File: config.mk
export PLATFORM = sky130hd
export DESIGN_NAME = cfg_ia_bridge
export DESIGN_NICKNAME = d
export VERILOG_FILES = /design/src/rtl/cfg_ia_bridge.sv
export SDC_FILE = /design/constraint.sdc
export NUM_CORES = 1
export LEC_CHECK = 0
export ABC_AREA = 1
export BUFFER_PORTS_ARGS = -buffer_cell sky130_fd_sc_hd__buf_2
export CORE_MARGIN = 2
export CORE_UTILIZATION = 51
export CTS_CLUSTER_DIAMETER = 200
export DETAILED_ROUTE_END_ITERATION = 8
export PLACE_DENSITY = 0.77
export SLEW_MARGIN = 20
export SYNTH_ARGS = -nofsm -noshare
export SYNTH_HDL_FRONTEND = slang
export SYNTH_SLANG_ARGS = --single-unit
File: constraint.sdc
create_clock -name clk -period 3.2 [get_ports clk]
set_clock_uncertainty 0.1 [all_clocks]
set_input_delay 0.32 -clock clk [delete_from_list [all_inputs] [get_ports clk]]
set_output_delay 0.32 -clock clk [all_outputs]
set_load 0.02 [all_outputs]
File: src/rtl/cfg_ia_bridge.sv
module cfg_ia_bridge #(
  parameter int ADDR_W = 20
) (
  input  logic              clk,
  input  logic              rst,
  input  logic              host_we,
  input  logic [3:0]        host_addr,
  input  logic [31:0]       host_wdata,
  output logic [31:0]       host_rdata,
  output logic              be_req,
  output logic              be_write,
  output logic [ADDR_W-1:0] be_addr,
  output logic [2:0]        be_fn_type,
  output logic [4:0]        be_pf,
  output logic [10:0]       be_vf,
  output logic [3:0]        be_byte_en,
  output logic [31:0]       be_wdata,
  input  logic              be_ack,
  input  logic [31:0]       be_rdata
);

  localparam int ADDR_LO = 8;
  localparam int ADDR_HI = ADDR_LO + ADDR_W - 1;
  localparam int PAD_W   = 31 - ADDR_HI;
  localparam logic [2:0] TYPE_VF   = 3'd1;
  localparam logic [2:0] TYPE_PORT = 3'd2;

  logic [2:0]        sel_type_q;
  logic [4:0]        sel_pf_q;
  logic [10:0]       sel_vf_q;
  logic [31:0]       wdata_q;
  logic [31:0]       rdata_q;
  logic [ADDR_W-1:0] addr_q;
  logic [3:0]        ben_q;
  logic              wr_q;
  logic              busy_q;
  logic [2:0]        req_type_q;
  logic [4:0]        req_pf_q;
  logic [10:0]       req_vf_q;
  logic [31:0]       req_wdata_q;

  wire [1:0] reg_sel  = host_addr[3:2];
  wire       wr_sel   = host_we && reg_sel == 2'd0;
  wire       wr_ctrl  = host_we && reg_sel == 2'd1 && !busy_q;
  wire       wr_wdata = host_we && reg_sel == 2'd2;
  wire       start    = wr_ctrl && host_wdata[0];
  wire       done     = busy_q && be_ack;

  always_ff @(posedge clk) begin
    if (rst) begin
      sel_type_q  <= '0;
      sel_pf_q    <= '0;
      sel_vf_q    <= '0;
      wdata_q     <= '0;
      rdata_q     <= '0;
      addr_q      <= '0;
      ben_q       <= '0;
      wr_q        <= 1'b0;
      busy_q      <= 1'b0;
      req_type_q  <= '0;
      req_pf_q    <= '0;
      req_vf_q    <= '0;
      req_wdata_q <= '0;
    end else begin
      if (wr_sel) begin
        sel_type_q <= host_wdata[2:0];
        sel_pf_q   <= host_wdata[12:8];
        sel_vf_q   <= host_wdata[26:16];
      end
      if (wr_wdata) wdata_q <= host_wdata;
      if (wr_ctrl) begin
        wr_q   <= host_wdata[1];
        ben_q  <= host_wdata[7:4];
        addr_q <= host_wdata[ADDR_HI:ADDR_LO];
      end
      if (start) begin
        busy_q      <= 1'b1;
        req_type_q  <= sel_type_q;
        req_pf_q    <= (sel_type_q == TYPE_PORT) ? 5'd0 : sel_pf_q;
        req_vf_q    <= (sel_type_q == TYPE_VF) ? sel_vf_q : 11'd0;
        req_wdata_q <= wdata_q;
      end else if (done) begin
        busy_q <= 1'b0;
        if (!wr_q) rdata_q <= be_rdata;
      end
    end
  end

  assign be_req     = busy_q;
  assign be_write   = wr_q;
  assign be_addr    = addr_q;
  assign be_fn_type = req_type_q;
  assign be_pf      = req_pf_q;
  assign be_vf      = req_vf_q;
  assign be_byte_en = ben_q;

  for (genvar i = 0; i < 4; i++) begin : g_lane
    assign be_wdata[8*i +: 8] = ben_q[i] ? req_wdata_q[8*i +: 8] : 8'h00;
  end

  always_comb begin
    case (reg_sel)
      2'd0:    host_rdata = {5'd0, sel_vf_q, 3'd0, sel_pf_q, 5'd0, sel_type_q};
      2'd1:    host_rdata = {{PAD_W{1'b0}}, addr_q, ben_q, 2'b00, wr_q, busy_q};
      2'd2:    host_rdata = wdata_q;
      default: host_rdata = rdata_q;
    endcase
  end

endmodule

### Word-level counts from Yosys, hierarchy flattened

Index checks and enable logic that the tools add are counted.

| storage, ports and cells | value |
|---|---|
| flip-flop bits (word level) | 160 |
| latch bits | 0 |
| RAM bits | 0 |
| ROM bits | 0 |
| memories kept | 0 |

| cells by class | value |
|---|---|
| $add $sub $neg | 0 |
| multiply operators | 0 |
| div/mod/pow operators | 0 |
| order comparisons | 0 |
| equal/unequal tests | 4 |
| shift operators | 0 |
| multiplexer cells | 9 |
| bitwise logic cells | 2 |
| reduce and logical (&&, ||, !) cells | 10 |

Operator list:

| operator | count |
|---|---|
| $pmux 32 s3 | 1 |
| $mux 8 | 4 |
| $mux 11 | 1 |
| $logic_and 1x1->1 | 6 |
| $mux 5 | 1 |
| $eq 3x1->1 const B | 1 |
| $eq 3x2->1 const B | 1 |
| $reduce_and 3->1 | 1 |
| $eq 2x1->1 const B | 1 |
| $eq 2x2->1 const B | 1 |
| $logic_not 2->1 | 1 |
| $mux 1 | 2 |
| $not 1->1 | 2 |
| $reduce_bool 2->1 | 1 |
| $logic_not 1->1 | 1 |

### Logic depth before layout (Yosys ltp)

| logic depth | value |
|---|---|
| depth after elaboration | 6 |
| mapped depth | 9 |
| mapped depth without buffers | 7 |

### Worst setup path after synthesis

Ideal clock, no wire load.

| timing | value |
|---|---|
| kind | input to output |
| start point | input host_addr[3] |
| end point | output host_rdata[11] |
| arrival time | 1.044 ns |
| required time | 2.780 ns |
| path slack | 1.736 ns |
| stages | 5 |
| buffers on the path | 2 |
| cells stage by stage | nor2_1 > buf_2 > buf_2 > nand2_1 > nand4_1 |

| on the way | value |
|---|---|
| cells in the longest elaborated chain, start to end | 2 |
| elaborated cells on any way between the ends | 4 |
| those cells by class | 2 x eq/ne; 1 x mux; 1 x reduce/logical |

Ends and longest elaborated chain:

| item | RTL line | RTL |
|---|---|---|
| start: declaration | 7 | `input logic [3:0] host_addr,` |
| $eq 2x2->1, or another cell as far along | 102 | `case (reg_sel)` |
| $pmux 32 s3 (*) | 102 |  |
| end: declaration | 9 | `output logic [31:0] host_rdata,` |

Every way passes the cells marked *; elsewhere a longest branch is shown, timed or not.

### Final worst setup path

| timing | value |
|---|---|
| start point | input host_addr[3] |
| end point | output host_rdata[17] |

The elaborated chain is that of the path after synthesis.

==> impl_metrics.json <==
{
  "vias_per_cell": 5.12,
  "drive_gt1_frac": 0.190,
  "setup-violations-final": 0,
  "tritoncts": "done",
  "placed_area_um2": 7830,
  "vias": 7099,
  "critical_path_required_ps": 2780,
  "htree_num_levels": 4,
  "final_area_um2": 8370,
  "yosys.cell_types.count": 20,
  "synth_area_um2": 6950,
  "vdd_drop_max_mv": 0.327,
  "worstHoldStart": "be_rdata[24]",
  "ios": 181,
  "r2r_setup_slack_ps": 1200,
  "critPathKind": "in -> out",
  "outcome": "finished clean",
  "antenna_found_initial": 3,
  "grt_start_max_net_pins": 52,
  "hold_slack_ps": 13.6,
  "power_per_cell_area_nw_per_um2": 526,
  "crit_arrival_ps": 1750,
  "fin_nets": 1269,
  "r2r_start": "be_req$_SDFFE_PP0P_",
  "grt_pass1_vias": 6502,
  "die_width_um": 121,
  "place_hpwl_mm": 14.1,
  "leakagePower_uw": 0.00439,
  "synth_area_leaders": "dfxtp_1, nand2_1, nor2_1",
  "hold_viol": 0,
  "die_h_um": 121,
  "final_cells": 1386,
  "cts_hold_buf": 0,
  "row_count": 42,
  "hold_class": "in -> reg",
  "ant_nets": 0,
  "numCtsBuffers": 17,
  "finalCritPeriodShare": 0.678,
  "critPathMaxFanout": 24,
  "routed_wl_mm": 21.0,
  "tightest_slew_ps": 1020,
  "grt_remaining_overflow": 0,
  "syn-mean-instance-area_um2": 6.58,
  "max_freq_ghz": 0.461,
  "yosys.area.top_type_share": 0.461,
  "start_util": 0.523,
  "slew_violations": 0,
  "grt_setup_unrepaired": "no",
  "clock-root-buffer": "clkbuf_16",
  "ys_seq_elements": 160,
  "yosys_warnings": 0,
  "clock-sinks": 160,
  "portBuffers": 178,
  "syn_to_final_growth_pct": 20.4,
  "grt_pass1_wl_mm": 33.3,
  "yosys.area.top_type": "dfxtp_1",
  "clk_latency_ps": 430,
  "globalplace.congestion": 0.923,
  "fin_crit_ps": 2170,
  "maxSlewHeadroom": 0.319,
  "clock_path_buffers": 2,
  "drt_pass1_iterations": 5,
  "n_fill_cell": 1298,
  "cts_resized": 0,
  "wl_per_cell_um": 15.2,
  "ys_seq_area_frac": 0.461,
  "route.detailed.drc": 0,
  "first_iter_violations": 882,
  "tns_ps": 0,
  "endpoint_kind": "primary output",
  "final_util": 0.629,
  "dp_cells": 1354,
  "syn_inst": 1056,
  "track_usage": 0.293,
  "die_area_um2": 14600,
  "synth_nets": 1128,
  "core_um2": 13300,
  "clkTransAtPathRegs_ps": 60,
  "cp-startpoint": "host_addr[3]",
  "cts_post_setup_buffers_inserted": 0,
  "maxCapViolations": 0,
  "start_kind": "input port"
}
## area by class of cell
cell class	instances	area [µm²]	share of cell area
multi-input cells	731	3050	0.364
flip-flops and latches	160	3200	0.383
well taps	176	220	0.0263
repair buffers	191	1000	0.120
inverters	96	360	0.0431
clock buffers	24	502	0.0599
clock inverters	6	32.5	0.00389
diodes	2	5.00	0.000598
## layer usage
| layer | share of wire | GRT usage |
|---|---|---|
| met1 | 0.44 | 0.410 |
| met2 | 0.45 | 0.446 |
| met3 | 0.10 | 0.0689 |
| met4 | 0.016 | 0.0959 |
| met5 | 0 | 0 |
## worst paths after layout
path              depth (start not counted)                           end
hold / removal                            3      rdata_q[24]$_SDFFE_PP0P_
setup / recovery                          6                host_rdata[17]
hold reg to reg                           2      wdata_q[17]$_SDFFE_PP0P_
setup reg to reg                          5  req_wdata_q[11]$_SDFFE_PP0P_
## flip-flops by register name, indices dropped and copies added, names as in the netlist
signal / flops
rdata_q: 32
req_wdata_q: 32
wdata_q: 32
be_addr: 20
be_vf: 11
sel_vf_q: 11
be_pf: 5
sel_pf_q: 5
be_byte_en: 4
be_fn_type: 3
sel_type_q: 3
be_req: 1
be_write: 1
## placed cells by master (no fill, tap or decap)
cell,n
nand3_1,40
inv_1,91
dfxtp_1,160
a21oi_1,35
nand2_1,308
o211ai_1,1
inv_2,5
nor2_2,3
nand4_1,29
clkinv_2,5
buf_12,1
nand2_4,1
nor2_1,236
clkinvlp_4,1
clkbuf_8,5
clkbuf_1,2
nand3_4,1
diode_2,2
o21ai_0,76
nor2_4,1
buf_2,178
clkbuf_16,17
buf_4,12
## stage by stage
step | setup WS (ps) | total power [µW]
CTS | 1040 | 4410
floorplan | 1740 | 2430
global route | 913 | 4570
global placement | 1060 | 2590
finish | 1030 | 4400
detailed placement | 1020 | 2590
## power by group
part	switching (µW)	total (µW)	internal [µW]	leakage, µW
Combinational	292	433	141	0.00283
Sequential	63.6	2130	2060	0.00130
Clock	764	1840	1080	0.000268
Total	1120	4400	3280	0.00439
## worst max-delay path, cell delays in order
cell     delay, ps
buf_2          130
nand2_1         60
inv_1          610
nand2_1        250
nand4_1        190
buf_2          180
## cells by family after synthesis
logic type / after synthesis / share of synthesized area
AND/OR/NAND/NOR: 619 / 0.356
buffers and inverters: 165 / 0.102
AO/OA/AOI/OAI: 112 / 0.0810
flip-flops: 160 / 0.461
## synth_stat cells
cell        n
nand2_4     1
nand2_1   308
nor2_2      3
clkbuf_1   28
nand3_2     1
o211ai_1    1
buf_2      25
inv_2       3
nor2_1    236
clkbuf_2    1
dfxtp_1   160
buf_1       3
nor2_4      1
o21ai_0    76
a21oi_1    35
nand3_1    40
buf_4       8
nand4_1    29
inv_1      93
buf_6       4
No activity file was read; power rests on OpenSTA's default activity.
